$ cat config.mk
export PLATFORM = sky130hd
export DESIGN_NAME = shutter_ctrl
export DESIGN_NICKNAME = d
export VERILOG_FILES = /design/src/rtl/shutter_ctrl.sv
export SDC_FILE = /design/constraint.sdc
export NUM_CORES = 1
export LEC_CHECK = 0
export BUFFER_PORTS_ARGS = -buffer_cell sky130_fd_sc_hd__buf_2
export CAP_MARGIN = 20
export CORE_MARGIN = 1.5
export CORE_UTILIZATION = 47
export CTS_BUF_LIST = sky130_fd_sc_hd__clkbuf_16
export DETAILED_ROUTE_END_ITERATION = 10
export PLACE_DENSITY = 0.67
export SYNTH_ARGS = -nofsm -noshare
export SYNTH_HDL_FRONTEND = slang
export SYNTH_SLANG_ARGS = --single-unit
$ cat constraint.sdc
create_clock -name clk -period 7 [get_ports clk]
set_input_delay 0 -clock clk [delete_from_list [all_inputs] [get_ports clk]]
set_output_delay 0 -clock clk [all_outputs]
set_load 0.1 [all_outputs]
$ cat src/rtl/shutter_ctrl.sv
module shutter_ctrl #(
  parameter int TIME_W = 32
) (
  input  logic              clk,
  input  logic              rst_n,
  input  logic              start_i,
  input  logic [1:0]        mode_i,
  input  logic [TIME_W-1:0] acq_time_i,
  input  logic              trig_i,
  input  logic              veto_n_i,
  input  logic              abort_i,
  output logic              shutter_o,
  output logic              trig_out_n_o,
  output logic              busy_o,
  output logic              clear_o,
  output logic [TIME_W-1:0] dur_o,
  output logic              dur_valid_o
);

  typedef enum logic [1:0] {S_IDLE, S_ARM, S_OPEN, S_CLR} st_t;
  localparam logic [TIME_W-1:0] CNT_MAX = '1;

  st_t              state;
  logic [1:0]       mode_r;
  logic [TIME_W-1:0] acq_r, cnt;
  logic [2:0]       trig_q;
  logic [1:0]       veto_q;

  wire trig_fall = trig_q[2] & ~trig_q[1];
  wire veto_low  = ~veto_q[1];
  wire timer_ok  = mode_i[1] | (acq_time_i != '0);
  wire [TIME_W-1:0] cnt_sat = (cnt == CNT_MAX) ? cnt : cnt + 1'b1;

  always_ff @(posedge clk) begin
    if (!rst_n) begin
      trig_q <= '1;
      veto_q <= '1;
    end else begin
      trig_q <= {trig_q[1:0], trig_i};
      veto_q <= {veto_q[0], veto_n_i};
    end
  end

  always_ff @(posedge clk) begin
    if (!rst_n) begin
      state       <= S_IDLE;
      mode_r      <= '0;
      acq_r       <= '0;
      cnt         <= '0;
      dur_o       <= '0;
      dur_valid_o <= 1'b0;
    end else if (veto_low || abort_i) begin
      state <= S_CLR;
    end else begin
      case (state)
        S_IDLE: if (start_i && timer_ok) begin
          mode_r      <= mode_i;
          acq_r       <= acq_time_i;
          cnt         <= '0;
          dur_valid_o <= 1'b0;
          state       <= mode_i[0] ? S_ARM : S_OPEN;
        end
        S_ARM: if (trig_fall) begin
          cnt   <= '0;
          state <= S_OPEN;
        end
        S_OPEN: begin
          if (mode_r[1]) begin
            if (trig_fall) begin
              dur_o       <= cnt_sat;
              dur_valid_o <= 1'b1;
              state       <= S_IDLE;
            end else begin
              cnt <= cnt_sat;
            end
          end else if (cnt == acq_r - 1'b1) begin
            state <= S_IDLE;
          end else begin
            cnt <= cnt + 1'b1;
          end
        end
        default: state <= S_IDLE;
      endcase
    end
  end

  assign shutter_o    = (state == S_OPEN);
  assign trig_out_n_o = ~shutter_o;
  assign clear_o      = (state == S_CLR);
  assign busy_o       = !((state == S_ARM) || (state == S_OPEN && mode_r[1]));


  timer_window_chk: assert property (@(posedge clk) disable iff (!rst_n)
    (state == S_OPEN && !mode_r[1]) |-> (cnt < acq_r));


  no_same_edge_close_chk: assert property (@(posedge clk) disable iff (!rst_n)
    (state == S_OPEN && $past(state) == S_ARM) |-> !trig_fall);


  dur_on_close_chk: assert property (@(posedge clk) disable iff (!rst_n)
    $rose(dur_valid_o) |-> $fell(shutter_o));


  veto_clear_chk: assert property (@(posedge clk) disable iff (!rst_n)
    veto_low |=> (clear_o && !shutter_o));


  busy_clear_chk: assert property (@(posedge clk) disable iff (!rst_n)
    clear_o |-> busy_o);


  start_in_open_chk: assert property (@(posedge clk) disable iff (!rst_n)
    (shutter_o && !veto_low && !abort_i && !trig_fall && !mode_r[1] && cnt != acq_r - 1'b1)
      |=> (shutter_o && $stable(mode_r)));

endmodule

==> results of run 1 <==
-- report_power, final --
group          switching [mW]  total (mW)  leakage [nW]  internal [mW]
registers              0.0223       0.632         0.850          0.610
logic                   0.164       0.279          1.66          0.115
clock network           0.232       0.474         0.135          0.241
total                   0.418        1.38          2.65          0.966
-- through the flow --
stage               setup slack [ns]  total power [mW]  cell area, um2  cells  hold slack (ns)
floorplan                       3.33             0.844            5850    748            0.101
global placement                3.03             0.900            6250    938            0.179
detailed placement              2.95             0.904            6250    938            0.184
CTS                             2.93              1.39            6880    989           0.0228
global route                    2.75              1.44            6900    990           0.0624
finish                          2.91              1.38            6900    990           0.0425
-- Yosys cell counts, types with 3 or more instances --
| master | n |
|---|---|
| a211o_1 | 5 |
| a211oi_1 | 10 |
| a21oi_1 | 70 |
| a31oi_1 | 33 |
| a41o_1 | 3 |
| a41oi_1 | 3 |
| and2_1 | 7 |
| and3_1 | 8 |
| and4_1 | 7 |
| clkbuf_1 | 55 |
| dfxtp_1 | 105 |
| inv_1 | 9 |
| mux2i_1 | 25 |
| nand2_1 | 95 |
| nand2b_1 | 12 |
| nand3_1 | 24 |
| nand3b_1 | 4 |
| nand4_1 | 10 |
| nor2_1 | 51 |
| nor2b_1 | 6 |
| nor3_1 | 22 |
| nor4_1 | 24 |
| o21ai_0 | 38 |
| o31ai_1 | 3 |
| or3_1 | 6 |
| or4_1 | 4 |
| xnor2_1 | 37 |
| xor2_1 | 32 |
-- path summary, 6_finish.rpt --
kind	end	start	cells past startpoint	slack, ns
setup / recovery	cnt[1]$_SDFFE_PN0P_	acq_r[0]$_SDFFE_PN0P_	12	2.91
hold / removal	state[1]$_SDFFE_PN0P_	mode_i[0]	4	0.04
setup reg to reg	cnt[1]$_SDFFE_PN0P_	acq_r[0]$_SDFFE_PN0P_	12	2.91
hold reg to reg	trig_q[1]$_SDFF_PN1_	trig_q[0]$_SDFF_PN1_	1	0.42
-- metal layers --
layer / up-vias / GRT usage [%] / share of wire [%]
met5: - / 0 / 0
met4: 0 / 8.42 / 1.3
met3: 16 / 3.28 / 5.0
met2: 185 / 40.5 / 45
met1: 2671 / 36.2 / 49
li1: 2817 / - / -
-- logic make-up after synthesis --
kind of cell | count (synthesis) | share of synthesized area, %
simple gates | 289 | 24.6
xor+xnor | 69 | 10.3
compound gates | 187 | 19.4
flops | 105 | 35.9
mux | 26 | 4.47
fa+ha+maj | 2 | 0.428
buf+inv | 70 | 4.79
-- state kept, by name, summed over array words and instances, names as in the netlist --
register,cells
acq_r,32
cnt,32
dur_o,32
trig_q,3
state,2
veto_q,2
dur_valid_o,1
mode_r,1
-- what timing repair did --
item,CTS,global route
hold endpoints to repair,35,0
setup endpoints to repair,0,0
hold buffers,35,0
-- layout make-up --
| class | instances | area [um2] |
|---|---|---|
| inverters | 10 | 37.5 |
| fillers | 1140 | 5160 |
| flip-flops and latches | 105 | 2100 |
| repair buffers | 118 | 803 |
| multi-input cells | 573 | 3480 |
| clock inverters | 7 | 48.8 |
| clock buffers | 9 | 225 |
| well taps | 168 | 210 |
-- critical path: cells and delay by family, from the launching register on --
| family | cells | cell delay, ns |
|---|---|---|
| and+or+nand+nor | 5 | 1.84 |
| AOI/OAI and AO/OA | 4 | 1.13 |
| buffers and inverters | 2 | 0.38 |
| DFF | 1 | 0.37 |
| adders and majority gates | 1 | 0.24 |
==> impl_metrics.py, run 1 <==
metrics = {
    "setup_path": {
        "critPathMaxStageDelay_ns": 0.54,
        "crit_path_start_kind": "flip-flop",
        "crit_top_cell": "a2111o_1",
        "crit_chain": "inv_1, ha_1, or4b_4, or3_4, or4_1, a2111o_1, a2111o_1, and2_1, a211o_1, buf_4, and3_1, a31o_1",
        "cp_data_required_time_ns": 7.26,
        "critical_path_class": "flip-flop to flip-flop",
        "crit_path_top_delay_cell": "or4_1",
        "arrival_ns": 4.34,
        "cp_max_fo": 39,
        "worst_setup_path_end_kind": "flip-flop",
    },
    "sta": {
        "relSlewSlack_pct": 30.1,
        "rsz0062_at_grt": "false",
        "drv_slew": 0,
        "period_minus_slack_ns": 4.09,
        "tns_ns": 0,
        "hold_violations": 0,
        "setup_viol": 0,
        "fmax_mhz": 245,
        "tightest_slew_ns": 1.05,
        "period_share_pct": 58.4,
        "clock_skew_ns": 0.00810,
    },
    "finish": {
        "diodes": 0,
        "area_delta_synth_final_pct": 18.0,
        "nets": 859,
        "drive_gt1_share_pct": 12.9,
        "layout_commonest_cell": "dfxtp_1",
        "layout_common_cells": "dfxtp_1 (105), nand2_1 (95), buf_2 (76)",
        "utilization_pct": 57.2,
    },
    "synthesis": {
        "ys_warn_count": 0,
        "yosysSeqAreaShare_pct": 35.9,
        "synth_async_sr_flop_share_pct": 0,
        "synth_top_flop_cell": "dfxtp_1",
        "syn_inst": 748,
        "synth_area_leaders": "dfxtp_1 (36%), nand2_1 (6.1%), a21oi_1 (6.0%), xnor2_1 (5.5%), xor2_1 (4.8%)",
        "synth.distinct_cells": 59,
        "synth_area_leader_cell": "dfxtp_1",
        "synth_edf_count": 0,
        "avgSynthCellArea_um2": 7.82,
        "netlist_area_mm2": 0.00585,
        "synth_top_area_share_pct": 35.9,
        "ys_ff_latch": 105,
        "syn-num-nets": 790,
    },
    "grt": {
        "grt-ovfl-total": 0,
        "grt_max_degree": 61,
        "antenna_found_initial": 0,
        "grt_pass1_vias": 5226,
        "grt_pass1_wl_mm": 26.4,
        "track_usage_pct": 25.7,
    },
    "clocking": {
        "cts_tree": "done",
        "clkTransAtPathRegs_ns": 0.07,
        "cts_buffers": 9,
        "cts-root-buf": "clkbuf_16",
        "cts_sinks": 105,
        "htreeDepth": 3,
        "cts_max_path_buffers": 2,
        "cts_setup_buffers": 0,
        "clk_latency_ns": 0.36,
        "cts_resized": 0,
    },
    "power": {
        "leakage_nw": 2.65,
        "ir_worst_vdd_mv": 0.109,
        "power.density_mw_per_mm2": 200,
    },
    "route": {
        "route.detailed.drc": 0,
        "wl_per_cell_um": 16.6,
        "avgViaCountPerCell": 5.75,
        "drt_wl_total_mm": 16.5,
        "vias": 5689,
        "ant_nets": 0,
        "dr.pass1.iters": 7,
        "drt_iter0_drc": 474,
    },
    "placement": {
        "io_buffer_count": 76,
        "place_congestion": 0.905,
        "dp_hpwl_mm": 11.4,
    },
    "die": {
        "io_pins": 77,
        "row_count": 40,
        "core_area_mm2": 0.0121,
        "dieHeight_um": 115,
        "dieArea_mm2": 0.0131,
        "die-width_um": 115,
        "start_util_pct": 48.5,
    },
    "run_status": {
        "status": "completed",
    },
    "flow_run": {
        "maxCapViolCount": 0,
    },
    "min_path": {
        "min_path_type": "input port to flip-flop",
    },
}
Power figures use the tool's default switching activity.
==> run 2, diff against run 1 <==
Clock period 7 ns to 4.1 ns, I/O delays scaled along.
==> run 2 against run 1 <==
Net effect: combinational power increased by 76%; core utilization up 0.57 points; total power rose by 78%; clock skew is essentially flat; count of clock-buffer cells in the layout stayed put; sequential power grew 71%; global-route usage is 0.40 points higher; sequential cell count did not move; critical endpoint is now cnt[15]$_SDFFE_PN0P_; largest cell class unchanged; highest routed layer unchanged.
==> impl_metrics.py, run 2 (synthesized netlist as in run 1, its figures left out) <==
metrics = {
    "grt": {
        "track_usage_pct": 26.1,
        "grt_pass1_wl_mm": 26.7,
        "antenna_found_initial": 0,
        "grt_pass1_vias": 5353,
        "grt-ovfl-total": 0,
        "grt_max_degree": 66,
    },
    "sta": {
        "drv_slew": 0,
        "tightest_slew_ns": 0.776,
        "period_share_pct": 95.9,
        "hold_violations": 0,
        "period_minus_slack_ns": 3.93,
        "fmax_mhz": 254,
        "fin_hold_ws_ns": 0.0242,
        "relSlewSlack_pct": 48.2,
        "setup_viol": 0,
        "final.setup.worst_slack_ns": 0.167,
        "rsz0062_at_grt": "false",
        "tns_ns": 0,
        "clock_skew_ns": 0.00767,
    },
    "clocking": {
        "htreeDepth": 3,
        "cts_buffers": 9,
        "clkTransAtPathRegs_ns": 0.07,
        "cts_tree": "done",
        "cts-root-buf": "clkbuf_16",
        "cts_max_path_buffers": 2,
        "clk_latency_ns": 0.36,
        "cts_setup_buffers": 0,
        "cts_sinks": 105,
    },
    "finish": {
        "layout_common_cells": "dfxtp_1 (105), nand2_1 (95), buf_2 (76)",
        "fin_cells": 998,
        "nFillCells": 1106,
        "nets": 867,
        "utilization_pct": 57.8,
        "layout_commonest_cell": "dfxtp_1",
        "drive_gt1_share_pct": 13.9,
        "largest_registers": "acq_r x32, cnt x32, dur_o x32",
        "diodes": 0,
        "fin_area_mm2": 0.00697,
        "area_delta_synth_final_pct": 19.2,
    },
    "setup_path": {
        "crit_top_cell": "a2111o_1",
        "critPathMaxStageDelay_ns": 0.54,
        "crit_path_top_delay_cell": "or4_1",
        "r2r_end": "cnt[15]$_SDFFE_PN0P_",
        "critical_path_class": "flip-flop to flip-flop",
        "ff2ff_path_depth": 12,
        "startpoint": "acq_r[1]$_SDFFE_PN0P_",
        "cp_max_fo": 25,
        "arrival_ns": 4.15,
        "worst_setup_path_end_kind": "flip-flop",
        "crit_path_start_kind": "flip-flop",
        "rr_startpoint": "acq_r[1]$_SDFFE_PN0P_",
        "cp_data_required_time_ns": 4.32,
        "crit_chain": "inv_1, ha_1, or4b_4, or3_4, or4_1, a2111o_1, a2111o_1, and2_1, a211o_1, buf_4, mux2i_1, nor2_1",
        "reg2reg_slack_ns": 0.17,
    },
    "power": {
        "p_clk_share_pct": 36.3,
        "power.density_mw_per_mm2": 353,
        "p_sw_mw": 0.733,
        "p_int_mw": 1.73,
        "leakage_nw": 2.68,
        "combinationalPowerShare_pct": 20.0,
        "ir_worst_vdd_mv": 0.229,
        "switching_share_pct": 29.8,
        "p_seq_share_pct": 43.8,
        "p_total_mw": 2.46,
    },
    "route": {
        "wl_per_cell_um": 16.6,
        "dr.pass1.iters": 6,
        "route.detailed.drc": 0,
        "drt_wl_total_mm": 16.6,
        "vias": 5711,
        "ant_nets": 0,
        "avgViaCountPerCell": 5.72,
        "drt_iter0_drc": 409,
    },
    "die": {
        "start_util_pct": 48.5,
        "row_count": 40,
        "io_pins": 77,
        "die-width_um": 115,
        "dieArea_mm2": 0.0131,
        "dieHeight_um": 115,
        "core_area_mm2": 0.0121,
    },
    "placement": {
        "post_dp_cell_area_mm2": 0.00632,
        "dp_hpwl_mm": 11.7,
        "dp_slack_ns": 0.191,
        "dp_cells": 947,
        "place_congestion": 0.928,
        "io_buffer_count": 76,
    },
    "min_path": {
        "min_path_type": "input port to flip-flop",
        "min_from": "mode_i[0]",
        "hold-path-endpoint": "state[1]$_SDFFE_PN0P_",
        "min_path_cells": 4,
    },
    "flow_run": {
        "maxCapViolCount": 0,
    },
    "run_status": {
        "status": "completed",
    },
}
[run 2: cell count changes in the layout (fill, tap and decap cells not counted)]
| cell | previous run | this run |
|---|---|---|
| buf_16 | 1 | 0 |
| buf_4 | 6 | 15 |
| bufinv_16 | 0 | 1 |
| clkinv_4 | 2 | 1 |
| inv_1 | 10 | 9 |
| inv_8 | 0 | 1 |
[run 2: worst max-delay path by stage]
stage                                end  slack [ns]
global route        cnt[24]$_SDFFE_PN0P_        0.04
CTS                 cnt[15]$_SDFFE_PN0P_        0.20
global placement     cnt[1]$_SDFFE_PN0P_        0.29
finish              cnt[15]$_SDFFE_PN0P_        0.17
floorplan           cnt[17]$_SDFFE_PN0P_        0.43
detailed placement  cnt[15]$_SDFFE_PN0P_        0.19
[run 2: area by class of cell]
cell class | count | area [um2] | share of cell area [%]
Tap cell | 168 | 210 | 3.02
Timing Repair Buffer | 126 | 843 | 12.1
Clock inverter | 7 | 77.6 | 1.11
Clock buffer | 9 | 225 | 3.23
Sequential cell | 105 | 2100 | 30.2
Inverter | 10 | 37.5 | 0.538
Multi-Input combinational cell | 573 | 3480 | 49.9
[run 2: power groups by stage]
stage	Clock, mW	Sequential (mW)	Combinational [mW]
detailed placement	0	1.10	0.459
global placement	0	1.10	0.453
global route	0.957	1.08	0.532
CTS	0.913	1.08	0.486
finish	0.892	1.08	0.491
floorplan	0	1.08	0.357
[run 2: layer usage]
metal / vias up / wire length (um) / GRT usage (%)
li1: 2840 / - / -
met1: 2670 / 7980 / 34.6
met2: 178 / 7450 / 42.5
met3: 23 / 831 / 4.50
met4: 0 / 318 / 9.58
met5: - / 0 / 0
[run 2: worst max-delay path, delay by kind of cell, from the launching register on]
| family | cells | cell delay [ns] |
|---|---|---|
| mux | 1 | 0.21 |
| fa+ha+maj | 1 | 0.23 |
| buf+inv | 2 | 0.33 |
| simple gates | 5 | 1.65 |
| compound gates | 3 | 1.01 |
| flops | 1 | 0.34 |
[run 2: repair_timing]
action                                 4_1_cts  5_1_grt
hold buffers                                35        0
endpoints found under the hold margin       35        0
resized for setup                            0        0
